## config.mk

```make
export PLATFORM = sky130hd
export DESIGN_NAME = wdt_scaled
export DESIGN_NICKNAME = d
export VERILOG_FILES = /design/src/rtl/wdt_pkg.sv /design/src/rtl/wdt_regs.sv /design/src/rtl/wdt_prescale.sv /design/src/rtl/wdt_core.sv /design/src/rtl/wdt_pulse.sv /design/src/rtl/wdt_scaled.sv
export SDC_FILE = /design/constraint.sdc
export NUM_CORES = 1
export LEC_CHECK = 0
export CORE_ASPECT_RATIO = 0.6
export CORE_MARGIN = 5
export CORE_UTILIZATION = 45
export DETAILED_ROUTE_END_ITERATION = 8
export PLACE_DENSITY = 0.78
export SYNTH_ARGS = -nofsm -noshare
export SYNTH_HDL_FRONTEND = slang
export SYNTH_SLANG_ARGS = --single-unit
```

## constraint.sdc

```tcl
create_clock -name clk -period 2.21 [get_ports clk]
set_clock_uncertainty 0.1 [all_clocks]
set_input_delay 0.442 -clock clk [delete_from_list [all_inputs] [get_ports clk]]
set_output_delay 0.442 -clock clk [all_outputs]
set_load 0.05 [all_outputs]
```

## src/rtl/wdt_pkg.sv

```systemverilog
// Shared register addresses, bit positions and field types of the watchdog.
package wdt_pkg;
    typedef enum logic [1:0] {
        WA_CTRL  = 2'd0,
        WA_COUNT = 2'd1,
        WA_OPTS  = 2'd2,
        WA_NONE  = 2'd3
    } wdt_addr_e;

    localparam int CTL_SCALE = 3;
    localparam int CTL_P20   = 2;
    localparam int CTL_RST   = 1;
    localparam int OPT_MOUSE = 7;
    localparam int OPT_KBD   = 6;
    localparam int OPT_FORCE = 5;
    localparam int OPT_FIRED = 4;
    localparam int SEL_W     = 4;

    typedef struct packed {
        logic scale;
        logic p20_en;
        logic rst_en;
    } wdt_ctrl_t;

    typedef struct packed {
        logic             mouse_en;
        logic             kbd_en;
        logic [SEL_W-1:0] line;
    } wdt_opts_t;
endpackage

```

## src/rtl/wdt_regs.sv

```systemverilog
// Register file: holds control, options and reload value, decodes write strobes
// and muxes read data. Assumes one access per cycle, data byte wide.
module wdt_regs
    import wdt_pkg::*;
#(
    parameter int DATA_W = 8
) (
    input  logic              clk,
    input  logic              rst_n,
    input  logic              reg_wr,
    input  logic [1:0]        reg_addr,
    input  logic [DATA_W-1:0] reg_wdata,
    output logic [DATA_W-1:0] reg_rdata,
    input  logic [DATA_W-1:0] cnt_q,
    input  logic              fired_q,
    output wdt_ctrl_t         ctrl,
    output wdt_opts_t         opts,
    output logic [DATA_W-1:0] reload_val,
    output logic              cnt_load,
    output logic              force_req,
    output logic              fired_clr
);
    wdt_addr_e addr;
    assign addr = wdt_addr_e'(reg_addr);

    // Write strobes decoded from the address.
    always_comb begin
        cnt_load  = reg_wr && addr == WA_COUNT;
        force_req = reg_wr && addr == WA_OPTS && reg_wdata[OPT_FORCE];
        fired_clr = reg_wr && addr == WA_OPTS && !reg_wdata[OPT_FIRED];
    end

    // Storage of control, options and last written count.
    always_ff @(posedge clk) begin
        if (!rst_n) begin
            ctrl       <= '0;
            opts       <= '0;
            reload_val <= '0;
        end else if (reg_wr) begin
            case (addr)
                WA_CTRL: begin
                    ctrl.scale  <= reg_wdata[CTL_SCALE];
                    ctrl.p20_en <= reg_wdata[CTL_P20];
                    ctrl.rst_en <= reg_wdata[CTL_RST];
                end
                WA_COUNT: reload_val <= reg_wdata;
                WA_OPTS: begin
                    opts.mouse_en <= reg_wdata[OPT_MOUSE];
                    opts.kbd_en   <= reg_wdata[OPT_KBD];
                    opts.line     <= reg_wdata[SEL_W-1:0];
                end
                default: ;
            endcase
        end
    end

    // Read data multiplexer.
    always_comb begin
        reg_rdata = '0;
        case (addr)
            WA_CTRL: begin
                reg_rdata[CTL_SCALE] = ctrl.scale;
                reg_rdata[CTL_P20]   = ctrl.p20_en;
                reg_rdata[CTL_RST]   = ctrl.rst_en;
            end
            WA_COUNT: reg_rdata = cnt_q;
            WA_OPTS: begin
                reg_rdata[OPT_MOUSE]   = opts.mouse_en;
                reg_rdata[OPT_KBD]     = opts.kbd_en;
                reg_rdata[OPT_FIRED]   = fired_q;
                reg_rdata[SEL_W-1:0]   = opts.line;
            end
            default: reg_rdata = '0;
        endcase
    end
endmodule

```

## src/rtl/wdt_prescale.sv

```systemverilog
// Tick prescaler: passes each tick through on the fine scale, or one of every
// MIN_TICKS ticks on the coarse scale. Phase restarts on count load or reload.
module wdt_prescale #(
    parameter int MIN_TICKS = 60
) (
    input  logic clk,
    input  logic rst_n,
    input  logic tick,
    input  logic scale,
    input  logic run,
    input  logic restart,
    output logic step
);
    localparam int PW = (MIN_TICKS > 2) ? $clog2(MIN_TICKS) : 1;
    localparam logic [PW-1:0] LAST = PW'(MIN_TICKS - 1);

    logic [PW-1:0] pre_q;

    // Step decision from the tick and the current phase.
    assign step = tick && run && (!scale || pre_q == LAST);

    // Phase counter for the coarse scale.
    always_ff @(posedge clk) begin
        if (!rst_n || restart) begin
            pre_q <= '0;
        end else if (tick && run && scale) begin
            pre_q <= (pre_q == LAST) ? '0 : pre_q + 1'b1;
        end
    end
endmodule

```

## src/rtl/wdt_core.sv

```systemverilog
// Count register and fired flag. Priority: count write, force or keyboard-line
// fire, activity reload, tick step. A firing event needs the flag clear.
module wdt_core #(
    parameter int CNT_W = 8
) (
    input  logic             clk,
    input  logic             rst_n,
    input  logic             cnt_load,
    input  logic [CNT_W-1:0] load_val,
    input  logic             reload_req,
    input  logic [CNT_W-1:0] reload_val,
    input  logic             step,
    input  logic             force_req,
    input  logic             p20_fire,
    input  logic             fired_clr,
    output logic [CNT_W-1:0] cnt_q,
    output logic             fired_q,
    output logic             reload_take,
    output logic             fire_evt
);
    logic fired_eff;
    logic expire;
    logic armed;

    // Event decode for this cycle.
    always_comb begin
        armed       = cnt_q != '0;
        fired_eff   = fired_q && !fired_clr;
        reload_take = reload_req && armed && !cnt_load;
        expire      = step && cnt_q == CNT_W'(1) && !cnt_load && !reload_take;
        fire_evt    = !fired_eff && (expire || force_req || p20_fire);
    end

    // Count register update.
    always_ff @(posedge clk) begin
        if (!rst_n) begin
            cnt_q <= '0;
        end else if (cnt_load) begin
            cnt_q <= load_val;
        end else if (force_req || p20_fire) begin
            cnt_q <= '0;
        end else if (reload_take) begin
            cnt_q <= reload_val;
        end else if (step && armed) begin
            cnt_q <= cnt_q - 1'b1;
        end
    end

    // Sticky fired flag.
    always_ff @(posedge clk) begin
        if (!rst_n) fired_q <= 1'b0;
        else        fired_q <= fired_eff || fire_evt;
    end
endmodule

```

## src/rtl/wdt_pulse.sv

```systemverilog
// Reset stretcher: a start strobe yields an output high for RST_CYCLES clocks.
module wdt_pulse #(
    parameter int RST_CYCLES = 16
) (
    input  logic clk,
    input  logic rst_n,
    input  logic start,
    output logic pulse
);
    localparam int PW = $clog2(RST_CYCLES + 1);

    logic [PW-1:0] left_q;

    // Remaining pulse length.
    always_ff @(posedge clk) begin
        if (!rst_n)              left_q <= '0;
        else if (start)          left_q <= PW'(RST_CYCLES);
        else if (left_q != '0)   left_q <= left_q - 1'b1;
    end

    assign pulse = left_q != '0;
endmodule

```

## src/rtl/wdt_scaled.sv

```systemverilog
// Scaled countdown watchdog top: registers, prescaler, count core, reset
// stretcher and interrupt line routing. Assumes sec_tick is synchronous.
module wdt_scaled
    import wdt_pkg::*;
#(
    parameter int MIN_TICKS  = 60,
    parameter int RST_CYCLES = 16
) (
    input  logic        clk,
    input  logic        rst_n,
    input  logic        reg_wr,
    input  logic [1:0]  reg_addr,
    input  logic [7:0]  reg_wdata,
    output logic [7:0]  reg_rdata,
    input  logic        sec_tick,
    input  logic        kbd_irq,
    input  logic        mouse_irq,
    input  logic        kbd_p20,
    output logic        sys_rst_out,
    output logic [15:0] irq_vec
);
    localparam int DATA_W = 8;
    localparam int LINES  = 1 << SEL_W;

    wdt_ctrl_t         ctrl;
    wdt_opts_t         opts;
    logic [DATA_W-1:0] reload_val;
    logic [DATA_W-1:0] cnt_q;
    logic              fired_q;
    logic              cnt_load;
    logic              force_req;
    logic              fired_clr;
    logic              reload_req;
    logic              reload_take;
    logic              fire_evt;
    logic              step;
    logic              p20_fire;

    wdt_regs #(.DATA_W(DATA_W)) u_regs (
        .clk(clk), .rst_n(rst_n), .reg_wr(reg_wr), .reg_addr(reg_addr),
        .reg_wdata(reg_wdata), .reg_rdata(reg_rdata), .cnt_q(cnt_q),
        .fired_q(fired_q), .ctrl(ctrl), .opts(opts), .reload_val(reload_val),
        .cnt_load(cnt_load), .force_req(force_req), .fired_clr(fired_clr)
    );

    // Activity reload request and keyboard-line fire.
    assign reload_req = (opts.mouse_en && mouse_irq) || (opts.kbd_en && kbd_irq);
    assign p20_fire   = ctrl.p20_en && kbd_p20;

    wdt_prescale #(.MIN_TICKS(MIN_TICKS)) u_pre (
        .clk(clk), .rst_n(rst_n), .tick(sec_tick), .scale(ctrl.scale),
        .run(cnt_q != '0), .restart(cnt_load || reload_take), .step(step)
    );

    wdt_core #(.CNT_W(DATA_W)) u_core (
        .clk(clk), .rst_n(rst_n), .cnt_load(cnt_load), .load_val(reg_wdata),
        .reload_req(reload_req), .reload_val(reload_val), .step(step),
        .force_req(force_req), .p20_fire(p20_fire), .fired_clr(fired_clr),
        .cnt_q(cnt_q), .fired_q(fired_q), .reload_take(reload_take),
        .fire_evt(fire_evt)
    );

    wdt_pulse #(.RST_CYCLES(RST_CYCLES)) u_pulse (
        .clk(clk), .rst_n(rst_n), .start(fire_evt && ctrl.rst_en),
        .pulse(sys_rst_out)
    );

    // Interrupt routing: select value 0 drives no line.
    generate
        for (genvar i = 0; i < LINES; i++) begin : g_irq
            if (i == 0) begin : g_none
                assign irq_vec[i] = 1'b0;
            end else begin : g_line
                assign irq_vec[i] = fired_q && opts.line == SEL_W'(i);
            end
        end
    endgenerate
endmodule

```

==> results.sh <==
export IMPL_fin_nets=361
export IMPL_path_delay_family="simple AND/OR/NAND/NOR gates"
export IMPL_clk_latency_ps=290
export IMPL_fillers=377
export IMPL_cts_inserted_buffers=5
export IMPL_routedWlPerCell_um=16.2
export IMPL_synthFlopType="dfxtp_1"
export IMPL_worstPathRequired_ps=1670
export IMPL_cts_tree="built"
export IMPL_wl_mm=6.43
export IMPL_syn_inst=275
export IMPL_antenna_found_initial=0
export IMPL_ir_drop_mv=0.506
export IMPL_yosys_warnings=0
export IMPL_grt_pass1_wl_mm=10.3
export IMPL_cp_end_kind="output pin"
export IMPL_final_antenna_net_count=0
export IMPL_antennaDiodeCount=0
export IMPL_synth_common_cells="nand2_1, dfxtp_1, a21oi_1"
export IMPL_setup_viol=0
export IMPL_die_y_um=62.9
export IMPL_critPathBufInv=1
export IMPL_crit_fanout=6
export IMPL_cts_max_level=2
export IMPL_finalPower_w=0.00230
export IMPL_fin_crit_sh_pct=96.3
export IMPL_slew_viol_final=0
export IMPL_rsz0062_at_grt="no"
export IMPL_startpoint_type="register"
export IMPL_syn_to_final_growth_pct=38.5
export IMPL_die_area_mm2=0.00618
export IMPL_grt_pass1_vias=2112
export IMPL_fmax_ghz=0.470
export IMPL_coreArea_mm2=0.00454
export IMPL_cts_sinks=37
export IMPL_period_needed_ps=2130
export IMPL_synth_top_area_cell="dfxtp_1"
export IMPL_final_area_mm2=0.00291
export IMPL_yosys_area_top_type_share_pct=35.2
export IMPL_drv_cap=0
export IMPL_hpwlAfterDp_mm=4.76
export IMPL_hold_viol_final=0
export IMPL_clockBufferDepth=2
export IMPL_overflow=0
export IMPL_final_layout_size_suffix_gt1_share_pct=21.3
export IMPL_synth_area_leaders="dfxtp_1, nand2_1, a21oi_1, ha_1, nor2_1"
export IMPL_max_stage_delay_ps=500
export IMPL_syn_nets=302
export IMPL_critPathKind="reg -> out"
export IMPL_ys_async_sr_fraction_pct=0
export IMPL_track_usage_pct=20.9
export IMPL_io_pin_count=42
export IMPL_ys_ff_latch=37
export IMPL_crit_arrival_ps=1590
export IMPL_avgSynthCellArea_um2=7.64
export IMPL_postLayoutCoreUtil_pct=64.1
export IMPL_fin_ws_ps=81.4
export IMPL_grt_max_degree=16
export IMPL_yosysMostFrequentCell="nand2_1"
export IMPL_worstHoldPathType="reg -> reg"
export IMPL_leakage_nw=1.12
export IMPL_via_per_inst=5.74
export IMPL_fp_dieW_um=98.2
export IMPL_port_buffers=40
export IMPL_cts_root_buf="clkbuf_8"
export IMPL_drc=0
export IMPL_ys_seq_area_share_pct=35.2
export IMPL_critPathSlowestCell="or3b_2"
export IMPL_dpl_worst_slack_ps=-389
export IMPL_path_cells="or3b_2 > nor2_1 > buf_12"
export IMPL_num_vias=2279
export IMPL_num_rows=19
export IMPL_initial_core_util_pct=46.3
export IMPL_synth_distinct_cells=46
export IMPL_clkTransAtPathRegs_ps=70
export IMPL_placed_cell_area_mm2=0.00279
export IMPL_synth_edff_count=0
export IMPL_globalplace_congestion=0.919
export IMPL_power_density_mw_per_mm2=790
export IMPL_drt_iter0_drc=246
export IMPL_synthesis_area_mm2=0.00210
export IMPL_firstDrtPassIters=6
export IMPL_outcome="complete, no violations"
export IMPL_cts_hold_buf=0
[per-stage QoR]
step                setup TNS [ps]  cells  hold slack [ps]
finish                           0    397              350
global route                     0    397              376
CTS                              0    397              355
detailed placement           -6970    390              345
global placement             -5550    390              345
floorplan                        0    275              333
[cells in the final DEF (no fill, tap or decap), types with 10 or more instances in the layout]
| cell type | synthesis | final |
|---|---|---|
| a21oi_1 | 26 | 26 |
| buf_12 | 0 | 12 |
| buf_4 | 2 | 35 |
| clkdlybuf4s50_1 | 0 | 14 |
| dfxtp_1 | 37 | 37 |
| nand2_1 | 47 | 47 |
| nor2_1 | 23 | 23 |
| nor3_1 | 10 | 10 |
| o21ai_0 | 14 | 14 |
[flip-flops by register name (all words and copies together) (netlist names)]
| register | flops |
|---|---|
| u_core.cnt_q | 8 |
| u_pulse.left_q | 5 |
| u_regs.opts | 6 |
| u_core.fired_q | 1 |
| u_pre.pre_q | 6 |
| u_regs.reload_val | 8 |
| u_regs.ctrl | 3 |
[routing by layer]
| layer | routed length [um] | vias to the layer above | global-route usage [%] |
|---|---|---|---|
| met4 | 87 | 0 | 6.64 |
| met1 | 3030 | 1038 | 30.0 |
| li1 | - | 1097 | - |
| met2 | 2540 | 133 | 29.2 |
| met5 | 0 | - | 0 |
| met3 | 774 | 11 | 7.13 |
[path summary, 6_finish.rpt]
| kind | from | to | slack [ps] | cells after the start |
|---|---|---|---|---|
| max | u_core.fired_q | irq_vec[3] | 80 | 3 |
| min | u_regs.reload_val[6] | u_regs.reload_val[6] | 350 | 2 |
| max reg2reg | u_core.cnt_q[1] | u_pre.pre_q[4] | 140 | 7 |
| min reg2reg | u_regs.reload_val[6] | u_regs.reload_val[6] | 350 | 2 |
[report_power, final]
group,switching [W],total [W],internal [W]
logic,0.000497,0.000949,0.000452
clock network,0.000236,0.000484,0.000247
registers,0.000109,0.000865,0.000756
[layout make-up]
class	instances	area (um^2)	area share, %
sequential	37	741	25.5
inverter	10	37.5	1.29
clock buffer	7	86.3	2.97
timing repair buffer	64	664	22.8
tap	63	78.8	2.71
multi-input combinational	216	1300	44.8
[worst reg2reg max path: stages (launching register included)]
cell       delay, ps
dfxtp_1          400
inv_1            120
ha_1             210
nor3b_2          180
a21oi_1          430
o2111ai_1        200
a21oi_1          260
nor2_1            60
[logic make-up after synthesis]
logic type      synth area share, %
buf+inv                        4.52
compound gates                 24.1
simple gates                   27.1
flops                          35.2
fa+ha+maj                      5.95
other cells                   0.178
xor+xnor                       2.92
[timing repair]
item,4_1_cts,5_1_grt
pin swaps,2,2
buffers inserted,0,0
endpoints found under the setup margin,21,13
gates resized for setup,14,6
(Power assumes the default switching activity.)
